`src/rtl/vbi_pack_pkg.sv`:
```
// Shared constants, state encoding and helper functions for the VBI packer.
package vbi_pack_pkg;

    localparam logic [7:0] SDID_CODE = 8'h85;
    localparam int         DC_W      = 6;

    typedef enum logic [3:0] {
        ST_IDLE,
        ST_HUNT,
        ST_DC,
        ST_ID1,
        ST_ID2,
        ST_DATA,
        ST_SKIP,
        ST_WAITLN,
        ST_BURST,
        ST_IRHDR,
        ST_IRDAT,
        ST_READY
    } wr_state_e;

    // True when the byte has an odd number of ones.
    function automatic logic parity_odd(input logic [7:0] b);
        return ^b;
    endfunction

    // Type codes treated as raw or reserved.
    function automatic logic is_raw_type(input logic [3:0] dt);
        return (dt == 4'd7) || (dt == 4'd11) || (dt == 4'd15);
    endfunction

endpackage

```
`src/rtl/vbi_sync_tracker.sv`:
```
// Tracks picture position from active-low sync inputs.
// Assumes: syncs are synchronous to clk; a rising edge ends each sync pulse.
// pix_cnt counts cycles since the last HSYNC rise, line_cnt counts HSYNC
// rises since the last VSYNC rise. region_end pulses on the HSYNC rise that
// brings line_cnt to END_LINE.
module vbi_sync_tracker #(
    parameter int PIX_W    = 11,
    parameter int LINE_W   = 9,
    parameter int END_LINE = 22
) (
    input  logic              clk,
    input  logic              rst_n,
    input  logic              hsync_n,
    input  logic              vsync_n,
    output logic [PIX_W-1:0]  pix_cnt,
    output logic [LINE_W-1:0] line_cnt,
    output logic              line_start,
    output logic              field_start,
    output logic              region_end
);
    logic hs_q, hs_qq, vs_q, vs_qq;
    logic hs_rise, vs_rise;

    // Register the sync inputs twice to find their rising edges.
    always_ff @(posedge clk) begin
        if (!rst_n) begin
            hs_q  <= 1'b1;
            hs_qq <= 1'b1;
            vs_q  <= 1'b1;
            vs_qq <= 1'b1;
        end else begin
            hs_q  <= hsync_n;
            hs_qq <= hs_q;
            vs_q  <= vsync_n;
            vs_qq <= vs_q;
        end
    end

    assign hs_rise = hs_q & ~hs_qq;
    assign vs_rise = vs_q & ~vs_qq;

    // Pixel counter: clears on each line start, saturates at its maximum.
    always_ff @(posedge clk) begin
        if (!rst_n) begin
            pix_cnt <= '0;
        end else if (hs_rise) begin
            pix_cnt <= '0;
        end else if (pix_cnt != {PIX_W{1'b1}}) begin
            pix_cnt <= pix_cnt + PIX_W'(1);
        end
    end

    // Line counter: clears on field start, counts line starts.
    always_ff @(posedge clk) begin
        if (!rst_n) begin
            line_cnt <= '0;
        end else if (vs_rise) begin
            line_cnt <= '0;
        end else if (hs_rise && (line_cnt != {LINE_W{1'b1}})) begin
            line_cnt <= line_cnt + LINE_W'(1);
        end
    end

    assign line_start  = hs_rise;
    assign field_start = vs_rise;
    assign region_end  = hs_rise && !vs_rise && (line_cnt == LINE_W'(END_LINE - 1));


    line_clear_chk: assert property (@(posedge clk) disable iff (!rst_n)
        field_start |=> (line_cnt == '0));


    pix_clear_chk: assert property (@(posedge clk) disable iff (!rst_n)
        line_start |=> (pix_cnt == '0));

endmodule

```
`src/rtl/vbi_line_qualifier.sv`:
```
// Decides whether a captured line header passes the enabled filters.
// Assumes: hdr_id1 is the stored IDI1 byte, hdr_id2 the IDI2 byte on the bus
// now, win_ok the position-window result taken at the SDID byte.
module vbi_line_qualifier #(
    parameter int VBI_FIRST = 2,
    parameter int VBI_LAST  = 21
) (
    input  logic [7:0] qual_cfg,
    input  logic       win_ok,
    input  logic [7:0] hdr_id1,
    input  logic [7:0] hdr_id2,
    output logic       accept
);
    import vbi_pack_pkg::*;

    logic [8:0] hdr_line;
    logic [3:0] hdr_type;
    logic       par_ok, pos_ok, lnum_ok, type_ok, raw_ok;

    // Combine all filters by intersection.
    always_comb begin
        hdr_line = {hdr_id1[5:0], hdr_id2[6:4]};
        hdr_type = hdr_id2[3:0];
        par_ok   = parity_odd(hdr_id1) && parity_odd(hdr_id2);
        pos_ok   = !qual_cfg[6] || win_ok;
        lnum_ok  = !qual_cfg[4] ||
                   ((hdr_line >= 9'(VBI_FIRST)) && (hdr_line <= 9'(VBI_LAST)));
        type_ok  = !qual_cfg[7] || (hdr_type == qual_cfg[3:0]);
        raw_ok   = qual_cfg[5] || !is_raw_type(hdr_type);
        accept   = par_ok && pos_ok && lnum_ok && type_ok && raw_ok;
    end

endmodule

```
`src/rtl/vbi_field_writer.sv`:
```
// Writes accepted lines, the sync burst and the IR section into the buffer.
// Assumes: a line is written speculatively from its SDID byte and rewound
// to line_base if later rejected; the readout never reads while writing,
// which the ready/drain handshake guarantees.
module vbi_field_writer #(
    parameter int DEPTH     = 1024,
    parameter int BURST_LEN = 16,
    parameter int ADDR_W    = $clog2(DEPTH),
    parameter int PTR_W     = ADDR_W + 1
) (
    input  logic              clk,
    input  logic              rst_n,
    input  logic              field_start,
    input  logic              line_start,
    input  logic              region_end,
    input  logic              win_ok,
    input  logic              accept,
    input  logic              pkt_valid,
    input  logic [7:0]        pkt_data,
    input  logic [3:0]        ir_len,
    input  logic [7:0]        ir_data,
    input  logic              drain_done,
    output logic [3:0]        ir_idx,
    output logic              buf_we,
    output logic [ADDR_W-1:0] buf_waddr,
    output logic [7:0]        buf_wdata,
    output logic              field_ready,
    output logic [PTR_W-1:0]  fill_level,
    output logic              overflow,
    output logic [7:0]        hdr_id1,
    output logic              hdr_win
);
    import vbi_pack_pkg::*;

    wr_state_e       state;
    logic [PTR_W-1:0] wr_ptr, line_base;
    logic [DC_W-1:0]  cnt;
    logic [3:0]       ir_cnt, ir_len_q;
    logic             want, room, ovf_hit, in_pkt;

    // Decide whether the current cycle wants a buffer write and with what.
    always_comb begin
        in_pkt = (state == ST_HUNT) || (state == ST_DC) || (state == ST_ID1) ||
                 (state == ST_ID2)  || (state == ST_DATA) || (state == ST_SKIP) ||
                 (state == ST_WAITLN);
        want      = 1'b0;
        buf_wdata = pkt_data;
        case (state)
            ST_HUNT:  want = pkt_valid && (pkt_data == SDID_CODE);
            ST_DC:    want = pkt_valid && (pkt_data[7:6] == 2'b10);
            ST_ID1:   want = pkt_valid;
            ST_ID2:   want = pkt_valid && accept;
            ST_DATA:  want = pkt_valid;
            ST_BURST: begin want = 1'b1; buf_wdata = 8'h00; end
            ST_IRHDR: begin want = 1'b1; buf_wdata = {4'b0111, ir_len}; end
            ST_IRDAT: begin want = 1'b1; buf_wdata = ir_data; end
            default:  want = 1'b0;
        endcase
        if (in_pkt && region_end) want = 1'b0;
        room    = (wr_ptr < PTR_W'(DEPTH));
        buf_we  = want && room;
        ovf_hit = want && !room;
    end

    assign buf_waddr   = wr_ptr[ADDR_W-1:0];
    assign field_ready = (state == ST_READY);
    assign fill_level  = wr_ptr;
    assign ir_idx      = ir_cnt;

    // Main sequencer: line capture, rewind, region close and handover.
    always_ff @(posedge clk) begin
        if (!rst_n) begin
            state     <= ST_IDLE;
            wr_ptr    <= '0;
            line_base <= '0;
            cnt       <= '0;
            ir_cnt    <= '0;
            ir_len_q  <= '0;
            overflow  <= 1'b0;
            hdr_id1   <= '0;
            hdr_win   <= 1'b0;
        end else begin
            if (buf_we) wr_ptr <= wr_ptr + PTR_W'(1);
            if (ovf_hit) begin
                overflow <= 1'b1;
                state    <= ST_READY;
                if (in_pkt) wr_ptr <= line_base;
            end else if (in_pkt && region_end) begin
                wr_ptr <= line_base;
                cnt    <= DC_W'(BURST_LEN);
                state  <= ST_BURST;
            end else begin
                case (state)
                    ST_IDLE: if (field_start) begin
                        wr_ptr    <= '0;
                        line_base <= '0;
                        overflow  <= 1'b0;
                        state     <= ST_HUNT;
                    end
                    ST_HUNT: if (buf_we) begin
                        hdr_win <= win_ok;
                        state   <= ST_DC;
                    end
                    ST_DC: if (pkt_valid) begin
                        if (buf_we) begin
                            cnt   <= pkt_data[DC_W-1:0];
                            state <= ST_ID1;
                        end else begin
                            wr_ptr <= line_base;
                            state  <= ST_WAITLN;
                        end
                    end
                    ST_ID1: if (pkt_valid) begin
                        hdr_id1 <= pkt_data;
                        state   <= ST_ID2;
                    end
                    ST_ID2: if (pkt_valid) begin
                        if (accept) begin
                            if (cnt == '0) begin
                                line_base <= wr_ptr + PTR_W'(1);
                                state     <= ST_HUNT;
                            end else begin
                                state <= ST_DATA;
                            end
                        end else begin
                            wr_ptr <= line_base;
                            state  <= (cnt == '0) ? ST_HUNT : ST_SKIP;
                        end
                    end
                    ST_DATA: if (pkt_valid) begin
                        cnt <= cnt - DC_W'(1);
                        if (cnt == DC_W'(1)) begin
                            line_base <= wr_ptr + PTR_W'(1);
                            state     <= ST_HUNT;
                        end
                    end
                    ST_SKIP: if (pkt_valid) begin
                        cnt <= cnt - DC_W'(1);
                        if (cnt == DC_W'(1)) state <= ST_HUNT;
                    end
                    ST_WAITLN: if (line_start) state <= ST_HUNT;
                    ST_BURST: begin
                        cnt <= cnt - DC_W'(1);
                        if (cnt == DC_W'(1)) state <= ST_IRHDR;
                    end
                    ST_IRHDR: begin
                        ir_len_q <= ir_len;
                        ir_cnt   <= '0;
                        state    <= (ir_len == 4'd0) ? ST_READY : ST_IRDAT;
                    end
                    ST_IRDAT: begin
                        ir_cnt <= ir_cnt + 4'd1;
                        if (ir_cnt == ir_len_q - 4'd1) state <= ST_READY;
                    end
                    ST_READY: if (drain_done) state <= ST_IDLE;
                    default: state <= ST_IDLE;
                endcase
            end
        end
    end


    ready_hold_chk: assert property (@(posedge clk) disable iff (!rst_n)
        (field_ready && !drain_done) |=> field_ready);


    fill_stable_chk: assert property (@(posedge clk) disable iff (!rst_n)
        (field_ready && $past(field_ready)) |-> $stable(fill_level));


    ovf_close_chk: assert property (@(posedge clk) disable iff (!rst_n)
        $rose(overflow) |-> field_ready);


    ovf_bound_chk: assert property (@(posedge clk) disable iff (!rst_n)
        overflow |-> (fill_level <= PTR_W'(DEPTH)));

endmodule

```
`src/rtl/vbi_field_packer.sv`:
```
// Top level: position tracking, line qualification and field record writing.
// Assumes: all inputs are synchronous to the video clock; the buffer SRAM
// and the serial readout sit outside and use the write port and handshake.
module vbi_field_packer #(
    parameter int DEPTH     = 1024,
    parameter int BURST_LEN = 16,
    parameter int PIX_W     = 11,
    parameter int LINE_W    = 9,
    parameter int VBI_FIRST = 2,
    parameter int VBI_LAST  = 21,
    parameter int END_LINE  = 22,
    parameter int ADDR_W    = $clog2(DEPTH),
    parameter int PTR_W     = ADDR_W + 1
) (
    input  logic              clk,
    input  logic              rst_n,
    input  logic              hsync_n,
    input  logic              vsync_n,
    input  logic              pkt_valid,
    input  logic [7:0]        pkt_data,
    input  logic [7:0]        qual_cfg,
    input  logic [LINE_W-1:0] win_offset,
    input  logic [PIX_W-1:0]  line_len,
    input  logic [3:0]        ir_len,
    input  logic [7:0]        ir_data,
    input  logic              drain_done,
    output logic [3:0]        ir_idx,
    output logic              buf_we,
    output logic [ADDR_W-1:0] buf_waddr,
    output logic [7:0]        buf_wdata,
    output logic              field_ready,
    output logic [PTR_W-1:0]  fill_level,
    output logic              overflow
);
    logic [PIX_W-1:0]  pix_cnt;
    logic [LINE_W-1:0] line_cnt;
    logic              line_start, field_start, region_end;
    logic              win_ok, accept, hdr_win;
    logic [7:0]        hdr_id1;

    vbi_sync_tracker #(
        .PIX_W(PIX_W), .LINE_W(LINE_W), .END_LINE(END_LINE)
    ) u_track (
        .clk(clk), .rst_n(rst_n), .hsync_n(hsync_n), .vsync_n(vsync_n),
        .pix_cnt(pix_cnt), .line_cnt(line_cnt), .line_start(line_start),
        .field_start(field_start), .region_end(region_end)
    );

    // Position window evaluated now; the writer latches it at the SDID byte.
    assign win_ok = (line_cnt >= win_offset) && (pix_cnt < line_len);

    vbi_line_qualifier #(
        .VBI_FIRST(VBI_FIRST), .VBI_LAST(VBI_LAST)
    ) u_qual (
        .qual_cfg(qual_cfg), .win_ok(hdr_win), .hdr_id1(hdr_id1),
        .hdr_id2(pkt_data), .accept(accept)
    );

    vbi_field_writer #(
        .DEPTH(DEPTH), .BURST_LEN(BURST_LEN), .ADDR_W(ADDR_W), .PTR_W(PTR_W)
    ) u_wr (
        .clk(clk), .rst_n(rst_n), .field_start(field_start),
        .line_start(line_start), .region_end(region_end), .win_ok(win_ok),
        .accept(accept), .pkt_valid(pkt_valid), .pkt_data(pkt_data),
        .ir_len(ir_len), .ir_data(ir_data), .drain_done(drain_done),
        .ir_idx(ir_idx), .buf_we(buf_we), .buf_waddr(buf_waddr),
        .buf_wdata(buf_wdata), .field_ready(field_ready),
        .fill_level(fill_level), .overflow(overflow),
        .hdr_id1(hdr_id1), .hdr_win(hdr_win)
    );

endmodule

```
`config.mk`:
```
export PLATFORM = sky130hd
export DESIGN_NAME = vbi_field_packer
export DESIGN_NICKNAME = d
export VERILOG_FILES = /design/src/rtl/vbi_pack_pkg.sv /design/src/rtl/vbi_sync_tracker.sv /design/src/rtl/vbi_line_qualifier.sv /design/src/rtl/vbi_field_writer.sv /design/src/rtl/vbi_field_packer.sv
export SDC_FILE = /design/constraint.sdc
export NUM_CORES = 1
export LEC_CHECK = 0
export ABC_AREA = 1
export BUFFER_PORTS_ARGS = -buffer_cell sky130_fd_sc_hd__buf_4
export CORE_ASPECT_RATIO = 2
export CORE_UTILIZATION = 30
export DETAILED_ROUTE_END_ITERATION = 6
export PLACE_DENSITY_LB_ADDON = 0.08
export SYNTH_ARGS = -nofsm -noshare
export SYNTH_HDL_FRONTEND = slang
export SYNTH_SLANG_ARGS = --single-unit
```
`constraint.sdc`:
```
create_clock -name clk -period 2.7 [get_ports clk]
set_input_delay 0.405 -clock clk [delete_from_list [all_inputs] [get_ports clk]]
set_output_delay 0.405 -clock clk [all_outputs]
set_load 0.01 [all_outputs]
```
; After elaboration in Yosys (flattened, before gate mapping)
; Index checks and enable logic that the tools add are counted.
[totals]
register_bits = 74
input_bits = 54
out_inout_bits = 36
elab_cells = 194
[op_classes]
add_sub_neg = 6
magnitude_cmp = 5
n_eq_ne = 52
mux = 49
bitwise_logic = 7
reduce_logical = 59
[op_table]
columns = op, n
row1 = 11-bit 2-to-1 mux, 15
row2 = 11-bit one-hot mux with 3 select lines, 2
row3 = 4-bit 2-to-1 mux, 14
row4 = 4-bit one-hot mux with 11 select lines, 1
row5 = "4-bit equality test, second input constant", 6
row6 = 6-bit 2-to-1 mux, 4
row7 = 8-bit one-hot mux with 3 select lines, 1
row8 = "11-bit by 1-bit adder with 11-bit output, second input constant", 2
row9 = 11-bit AND reduction, 2
row10 = "4-bit by 3-bit equality test with 1-bit output, second input constant", 5
row11 = "2-bit inequality test, second input constant", 10
row12 = "4-bit by 3-bit inequality test with 1-bit output, second input constant", 5
row13 = 6-bit one-hot mux with 3 select lines, 1
row14 = 1-bit logical AND, 16
row15 = "4-bit by 1-bit inequality test with 1-bit output, second input constant", 4
row16 = 8-bit parity, 2
row17 = 1-bit logical OR, 12
row18 = "2-bit by 1-bit inequality test with 1-bit output, second input constant", 6
row19 = 11-bit < comparator, 1
row20 = "11-bit < comparator, second input constant", 1
row21 = "11-bit inequality test, second input constant", 1
row22 = "9-bit by 1-bit adder with 9-bit output, second input constant", 1
row23 = "9-bit by 5-bit equality test with 1-bit output, second input constant", 1
row24 = "9-bit by 2-bit greater-or-equal comparator with 1-bit output, second input constant", 1
row25 = other kinds (33), 64

; Longest topological paths before layout
; Gate-level depths: netlist (run 1).
[logic_depth]
ltp_word = 16
ltp_mapped = 24
mapped_depth_nobuf = 23

; By module
; From an unflattened synthesis (run 1), not the netlist that was laid out.
[hier_totals]
hier_cells = 978
hier_area_um2 = 6060.8
[by_module_without_submodules]
columns = module, instances, cells_each, area_each_um2, seq_area_each_um2
row1 = vbi_field_writer, 1, 622, 3812.4, 1001.0
row2 = vbi_sync_tracker, 1, 165, 1171.1, 480.5
row3 = vbi_field_packer, 1, 93, 549.3, 0.0
row4 = vbi_line_qualifier, 1, 98, 528.0, 0.0

; Worst setup path after synthesis (run 1)
; No wires, ideal clock.
[synth_path]
kind = in2reg
from = in pkt_data[6]
to = reg u_wr.wr_ptr[4] (netlist: u_wr.fill_level[4])
setup_time_ns = 0.113
t_arrival_ns = 2.227
required_ns = 2.587
path_slack_ns = 0.360
stages = 20
path_buffers = 1
cell_sequence = inv_1 ha_1 xor2_1 nand2_1 nand2_1 nor2_1 nand2_1 nor2_2 nand3_1 nand2_1 nand2_1 nand2_2 buf_4 nand4_1 nand2_1 inv_2 o21ai_1 nand2_1 nand2_1 nand2_1
[synth_via]
elab_chain_cells = 16
elab_cells_between_ends = 29
classes_between = order compare: 2 / eq/ne: 2 / mux: 12 / reduce/logical: 13
[synth_rtl]
columns = item, line_no
row1 = start: declaration, vbi_field_packer.sv:20  ; input logic [7:0] pkt_data,
row2 = 9-bit by 2-bit greater-or-equal comparator with 1-bit output (tied with other cells), vbi_line_qualifier.sv:27  ; ((hdr_line >= 9'(VBI_FIRST)) && (hdr_line <= 9'(VBI_LAST)));
row3 = 1-bit logical AND (on tied branches), "vbi_line_qualifier.sv:27, vbi_line_qualifier.sv:24"
row4 = 1-bit logical OR or 1-bit logical AND (tied branches), "vbi_line_qualifier.sv:26, vbi_line_qualifier.sv:30"
row5 = 1-bit logical AND (3 in series), vbi_line_qualifier.sv:30  ; accept = par_ok && pos_ok && lnum_ok && type_ok && raw_ok;
row6 = 1-bit logical AND, vbi_field_writer.sv:52  ; ST_ID2: want = pkt_valid && accept;
row7 = 1-bit one-hot mux with 5 select lines, vbi_field_writer.sv:48  ; case (state)
row8 = 1-bit 2-to-1 mux, vbi_field_writer.sv:59  ; if (in_pkt && region_end) want = 1'b0;
row9 = 1-bit logical AND, vbi_field_writer.sv:61  ; buf_we = want && room;
row10 = 11-bit 2-to-1 mux, vbi_field_writer.sv:83  ; if (buf_we) wr_ptr <= wr_ptr + PTR_W'(1);
row11 = 11-bit 2-to-1 mux (on tied branches), "vbi_field_writer.sv:118, vbi_field_writer.sv:105"
row12 = 11-bit 2-to-1 mux (on tied branches), "vbi_field_writer.sv:117, vbi_field_writer.sv:104"
row13 = 11-bit one-hot mux with 3 select lines, vbi_field_writer.sv:93  ; case (state)
row14 = 11-bit 2-to-1 mux, vbi_field_writer.sv:88  ; end else if (in_pkt && region_end) begin
row15 = 11-bit 2-to-1 mux *, vbi_field_writer.sv:84  ; if (ovf_hit) begin
row16 = end signal: assignment, vbi_field_writer.sv:83
row17 = end signal: assignment, vbi_field_writer.sv:87  ; if (in_pkt) wr_ptr <= line_base;
row18 = end signal: assignment, vbi_field_writer.sv:89  ; wr_ptr <= line_base;
row19 = end: declaration, vbi_field_writer.sv:36  ; logic [PTR_W-1:0] wr_ptr, line_base;
; Mark *: on every way between the ends. The rest lies on a longest branch, timed or not.
; A chain may end at the register's enable or synchronous reset.

; Worst setup path after layout (run 1)
[layout_path]
from = reg u_wr.hdr_id1[4]
to = out buf_we
[layout_via]
elab_chain_cells = 10
elab_cells_between_ends = 14
classes_between = order compare: 2 / mux: 2 / reduce/logical: 10
[layout_rtl]
columns = item, line_no
row1 = start: declaration, vbi_field_writer.sv:30  ; output logic [7:0] hdr_id1,
row2 = start signal: assignment, vbi_field_writer.sv:114  ; hdr_id1 <= pkt_data;
row3 = 9-bit by 2-bit greater-or-equal comparator with 1-bit output (tied with other cells), vbi_line_qualifier.sv:27
row4 = 1-bit logical AND (on tied branches), "vbi_line_qualifier.sv:27, vbi_line_qualifier.sv:24"
row5 = 1-bit logical OR or 1-bit logical AND (tied branches), "vbi_line_qualifier.sv:26, vbi_line_qualifier.sv:30"
row6 = 1-bit logical AND * (3 in series), vbi_line_qualifier.sv:30
row7 = 1-bit logical AND *, vbi_field_writer.sv:52
row8 = 1-bit one-hot mux with 5 select lines *, vbi_field_writer.sv:48
row9 = 1-bit 2-to-1 mux *, vbi_field_writer.sv:59
row10 = 1-bit logical AND *, vbi_field_writer.sv:61
row11 = end: declaration, vbi_field_packer.sv:28  ; output logic buf_we,
; Marks and branches as above.

==> metrics.md, run 1 <==
| Metric | Value |
|---|---|
| Status | complete, no violations |
| H-tree Lvls | 3 |
| Detailed-router iteration count before antenna repair | 4 |
| Mapped Area | 0.005951 sq mm |
| Async SR Flop Fraction | 0% |
| Dominant synthesized flop cell | dfxtp_1 |
| Largest net degree at the start of global routing | 41 |
| Arrival @ worst endpoint | 2.12 ns |
| Nets | 1,175 |
| Detail-routed via count per cell | 4.787 |
| Synth top area cells | dfxtp_1, nand2_1, inv_1 |
| Kind of critical path | reg -> out |
| Final instance area | 0.007591 sq mm |
| Post-route DRC | 0 |
| Vias in the first global route | 6,318 |
| Antenna Nets Post-Route | 0 |
| Seq/Total Area, Yosys | 24.89% |
| Max rail drop VDD | 362.1 uV |
| Worst skew pair latency | 0.35 ns |
| Pwr Total | 6.458 mW |
| Total Routing Usage GR | 20.60% |
| Starting density of the core | 30.72% |
| Slew Viols, Final | 0 |
| First-pass GRT wire length | 32,060 microns |
| CP max FO | 5 |
| Fmax achieved | 396.0 MHz |
| P per Cell Area | 850.8 mW/mm^2 |
| Filler cells | 2,155 |
| Syn avg cell area | 6.199 sq um |
| Min Hold Slack | 0.2530 ns |
| Initial antenna violation count | 0 |
| Gpl congestion | 0.8683 |
| Synth Warn # | 0 |
| Vias | 6,424 |
| P&R area growth vs syn | 27.57% |
| Cells after DPL | 1,324 |
| Worst-Margin Slew | 0.6139 ns |
| Clock Tree Buf Depth | 2 |
| Final setup margin | 0.1745 ns |
| Skew final | 0.005822 ns |
| WL/cell | 14.85 microns |
| Port Buf Inserts | 89 |
| Die Y | 201.2 microns |
| #FFs+latches synth | 74 |
| CTS tree | done |
| Die W | 101.6 microns |
| Hold violation total from the final report | 0 |
| DR iter-0 viols | 168 |
| Element type at the critical path end | output port |
| Max-cap violations | 0 |
| WL final | 19,930 microns |
| I/O pin total | 90 |
| Dpl cell area | 0.007176 sq mm |
| Mapped Cells | 960 |
| Hold path cells | 2 |
| Core area | 0.01937 sq mm |
| Number of synthesized flops with an enable pin | 0 |
| Ant diodes | 0 |
| Worst hold path type | in -> reg |
| Top cell type by total area after synthesis | dfxtp_1 |
| Reg clk slew, reported paths | 0.06 ns |
| Fin cells | 1,342 |
| Count leader, synth | nand2_1 |
| Multi-input gate area | 0.003706 sq mm |
| CTS Buf Count | 9 |
| WP data required | 2.30 ns |
| Top cell type's share of synthesized area | 24.89% |
| Post-route minimum period | 2.526 ns |
| Worst slack at placement | -0.05791 ns |
| Clock Tree Root | clkbuf_16 |
| Post-synth top cells | nand2_1, inv_1, dfxtp_1, nor2_1, nand3_1 |
| Register area | 0.001488 sq mm |
| Final period util | 93.54% |
| Pleak | 3.857 nW |
| Worst setup SP type | flip-flop |
| Total global routing overflow | 0 |
| Number of hold buffers added after CTS | 0 |
| # rows | 72 |
| Dpl hpwl | 15,620 microns |
| Die ar. | 0.02044 sq mm |
| Layout cells sized above 1 | 18.74% |
| Sink Count | 74 |
| Final setup violation count | 0 |
| Post-Syn Nets | 1,057 |
| Relative slew margins | 58.70% |
| Synth unique cells | 46 |
| R2R depth | 18 |
[layout by cell type (no fill, tap or decap), types with 3 or more instances in the layout]
master	count
ha_1	41
buf_4	139
nand2_4	5
inv_2	15
nor4_1	3
xnor2_1	10
buf_12	3
o22ai_1	6
o211ai_1	7
o21ai_1	21
nand3_1	70
o21ai_0	45
a211oi_1	5
nor2_1	74
nand2_1	236
inv_1	151
o2111ai_1	3
xor2_1	15
nand4_1	19
nor3_1	14
o21a_1	4
dfxtp_1	69
nand3b_1	4
clkbuf_16	9
or2_2	3
dfxtp_2	5
a31oi_1	3
clkinv_1	3
a21oi_1	67
[state kept, by name (all words and copies together) (netlist names)]
signal / count
u_track.hs_q: 1
u_track.hs_qq: 1
u_track.line_cnt: 9
u_track.pix_cnt: 11
u_track.vs_q: 1
u_track.vs_qq: 1
u_wr.cnt: 6
u_wr.fill_level: 11
u_wr.hdr_id1: 8
u_wr.hdr_win: 1
u_wr.ir_idx: 4
u_wr.ir_len_q: 4
u_wr.line_base: 11
u_wr.overflow: 1
u_wr.state: 4
[routing by layer]
layer	global-route usage, %	part of all wire (%)	up-vias
met5	0	0	-
met4	9.265	3.3	0
met3	2.570	3.1	34
met2	39.99	56	134
met1	20.91	37	2928
li1	-	-	3328
[where the power goes]
group	internal (mW)	switching [mW]	total [mW]	leakage, nW
clock network	0.718	0.528	1.25	0.139
logic	1.42	2.17	3.59	3.11
registers	1.35	0.270	1.62	0.606
[per-stage QoR]
stage               setup TNS, ns  utilization [%]
floorplan                       0                -
CTS                             0            39.14
global placement         -0.04140            37.05
finish                          0            39.19
global route             -0.01545            39.19
detailed placement        -0.3361            37.05
[cell type report]
cell class                      count  area share, %
Clock inverter                      6         0.8901
Clock buffer                       10          3.016
Sequential cell                    74          19.60
Timing Repair Buffer              143          14.97
Tap cell                          259          4.269
Inverter                          170          8.439
Multi-Input combinational cell    680          48.82
[logic make-up after synthesis]
group                    Yosys count  share of synthesized area, %
AND/OR/NAND/NOR                  439                         31.94
buffers and inverters            206                         14.05
AO/OA/AOI/OAI                    172                         16.25
flip-flops                        74                         24.89
adder cells (fa/ha/maj)           43                         9.041
XOR/XNOR                          26                         3.827
[worst max-delay path, stage by stage, from the launching register on]
cell	delay (ns)
dfxtp_1	0.36
inv_2	0.07
ha_4	0.29
xor2_2	0.15
nand3b_1	0.12
nand2_1	0.06
nor2_2	0.12
nand3_2	0.09
nand2_1	0.06
nand2_1	0.07
nand2_4	0.08
nand3_4	0.10
inv_1	0.09
buf_4	0.12
[final timing paths]
| path | startpoint | end | slack (ns) |
|---|---|---|---|
| min | vsync_n | u_track.vs_q$_SDFF_PN1_ | 0.25 |
| max | u_wr.hdr_id1[4]$_SDFFE_PN0P_ | buf_we | 0.17 |
| min reg2reg | u_track.vs_q$_SDFF_PN1_ | u_track.vs_qq$_SDFF_PN1_ | 0.42 |
| max reg2reg | u_wr.hdr_id1[4]$_SDFFE_PN0P_ | u_wr.line_base[3]$_SDFFE_PN0P_ | 0.23 |
[repair_timing]
item                       CTS  global route
gates cloned                 1             0
setup endpoints to repair    1            22
setup buffers                2             0
pin swaps                    0             2
resized for setup           13             9
(Power assumes the default switching activity.)
==> inputs of run 2 (changes only) <==
Settings changed: PLACE_DENSITY set to 0.53, PLACE_DENSITY_LB_ADDON 0.08 to not set.
==> metrics.md, run 2 (same netlist as run 1, synthesis figures left out) <==
| Metric | Value |
|---|---|
| Die Y | 201.2 microns (unchanged) |
| Dpl cell area | 0.007133 sq mm (-0.59%) |
| Register area | 0.001490 sq mm (+0.17%) |
| P per Cell Area | 839.8 mW/mm^2 (-1.3%) |
| R2R depth | 19 (+1) |
| Status | complete, no violations |
| Kind of critical path | reg -> out |
| Skew final | 0.008388 ns (+0.002566 ns) |
| CP max stage cell | dfxtp_2 |
| Worst slack at placement | 0.009254 ns (+0.06716 ns) |
| Setup tns final | 0 ns (unchanged) |
| Pleak | 3.822 nW (-0.89%) |
| Relative slew margins | 64.02% (+5.3 points) |
| Hold violation total from the final report | 0 (unchanged) |
| Most frequent cells in the layout | nand2_1, inv_1, buf_4, nor2_1, nand3_1 |
| Ant diodes | 0 (unchanged) |
| Detail-routed via count per cell | 4.806 (+0.40%) |
| Die W | 101.6 microns (unchanged) |
| Sink Count | 74 (unchanged) |
| Nets | 1,172 (-0.26%) |
| # rows | 72 (unchanged) |
| RSZ-0062 raised after global routing | false |
| Hold path cells | 2 (unchanged) |
| Core area | 0.01937 sq mm (unchanged) |
| Multi-input gate area | 0.003691 sq mm (-0.41%) |
| Final instance area | 0.007528 sq mm (-0.82%) |
| Critical Path, Cell by Cell | inv_2 -> ha_4 -> xor2_1 -> nand2_1 -> nand3b_1 -> nand2_1 -> nor2_2 -> nand3_1 -> nand2_1 -> nand2_1 -> nand2_2 -> nand3_4 -> inv_1 -> buf_4 |
| Vias | 6,435 (+0.17%) |
| Reg clk slew, reported paths | 0.07 ns (about the same) |
| Post-route DRC | 0 (unchanged) |
| Worst hold path type | in -> reg |
| WP data required | 2.30 ns (about the same) |
| Commonest non-fill, non-tap cell in the layout | nand2_1 |
| P&R area growth vs syn | 26.51% |
| Layout cells sized above 1 | 18.52% (-0.23 points) |
| I/O pin total | 90 (unchanged) |
| Slowest cell delay on critical path | 0.34 ns (-0.02 ns) |
| Final setup margin | 0.1868 ns (+0.01231 ns) |
| Fmax achieved | 397.9 MHz (+0.49%) |
| Pwr Total | 6.323 mW (-2.1%) |
| Final core utilization | 38.87% (-0.32 points) |
| Total global routing overflow | 0 (unchanged) |
| DR iter-0 viols | 254 (+51%) |
| Final setup violation count | 0 (unchanged) |
| Gpl congestion | 0.8772 (+1.0%) |
| Clock Tree Root | clkbuf_16 |
| Antenna Nets Post-Route | 0 (unchanged) |
| Clock Tree Buf Depth | 2 (unchanged) |
| Worst setup SP type | flip-flop |
| CP max FO | 5 (unchanged) |
| Most frequent cell on the critical path | nand2_1 |
| Slew Viols, Final | 0 (unchanged) |
| WL final | 19,430 microns (-2.5%) |
| Max rail drop VDD | 332.9 uV (-8.1%) |
| Arrival @ worst endpoint | 2.11 ns (about the same) |
| CTS Buf Count | 9 (unchanged) |
| Largest net degree at the start of global routing | 23 (-44%) |
| Worst-Margin Slew | 0.5392 ns (-0.07475 ns) |
| Total Routing Usage GR | 19.98% (-0.62 points) |
| Final period util | 93.08% (-0.46 points) |
| Die ar. | 0.02044 sq mm (unchanged) |
| Vias in the first global route | 6,427 (+1.7%) |
| Biggest regs | u_track.pix_cnt x11, u_wr.fill_level x11, u_wr.line_base x11 |
| Internal reg-to-reg setup slack | 0.27 ns (+0.04 ns) |
| Initial antenna violation count | 0 (unchanged) |
| Detailed-router iteration count before antenna repair | 5 (+1) |
| H-tree Lvls | 3 (unchanged) |
| Dpl hpwl | 15,240 microns (-2.4%) |
| Max-cap violations | 0 (unchanged) |
| First-pass GRT wire length | 31,350 microns (-2.2%) |
| WL/cell | 14.51 microns (-2.3%) |
| Starting density of the core | 30.72% (unchanged) |
| Post-route minimum period | 2.513 ns (-0.01231 ns) |
| Filler cells | 2,112 (-2.0%) |
| Min Hold Slack | 0.2352 ns (-0.01782 ns) |
| Element type at the critical path end | output port |
| Worst skew pair latency | 0.35 ns (about the same) |
| Cells after DPL | 1,320 (-0.30%) |
| CTS tree | done |
| Fin cells | 1,339 (-0.22%) |
| Port Buf Inserts | 89 (unchanged) |
==> run 2: changes by cell type in the layout (fill, tap and decap cells not counted), moves of 2 or more <==
cell and delta:
nor2_2 +2, nand2_2 +2, inv_6 +2, nor2_1 -2, buf_4 -2, nand2_4 -3
==> run 2: worst max-delay path, delay by kind of cell, from the launching register on <==
family / cells / cell delay, ns
XOR/XNOR: 1 / 0.13
adder cells (fa/ha/maj): 1 / 0.27
buffers and inverters: 3 / 0.25
flip-flops: 1 / 0.34
AND/OR/NAND/NOR: 9 / 0.76
==> run 2: worst paths after layout <==
check,startpoint,end
worst max-delay path,u_wr.hdr_id1[2]$_SDFFE_PN0P_,buf_we
worst max register to register,u_wr.hdr_id1[2]$_SDFFE_PN0P_,u_wr.ir_idx[0]$_SDFFE_PN0P_
worst min register to register,u_track.vs_q$_SDFF_PN1_,u_track.vs_qq$_SDFF_PN1_
worst min-delay path,hsync_n,u_track.hs_q$_SDFF_PN1_
==> run 2: metal layers <==
layer,track usage (%),wire [microns]
met5,0,0
met4,9.834,742
met3,2.640,678
met2,38.78,10880
met1,19.84,7121
==> run 2: power breakdown <==
group	internal (mW)	total, mW	switching (mW)
clock	0.725	1.28	0.551
combinational	1.32	3.41	2.09
sequential	1.35	1.63	0.284
==> run 2: layout make-up <==
| cell class | instances | area share [%] |
|---|---|---|
| Timing Repair Buffer | 140 | 14.34 |
| Sequential cell | 74 | 19.79 |
| Multi-Input combinational cell | 680 | 49.03 |
| Clock buffer | 9 | 2.992 |
| Clock inverter | 7 | 1.030 |
| Tap cell | 259 | 4.304 |
| Inverter | 170 | 8.509 |
==> run 2: timing repair <==
item                                    4_1_cts  5_1_grt
endpoints found under the setup margin        1       26
gates resized for setup                       5       13
setup buffers                                 2        2
hold buffers                                  0        0
pin swaps                                     0        3
hold endpoints to repair                      0        0
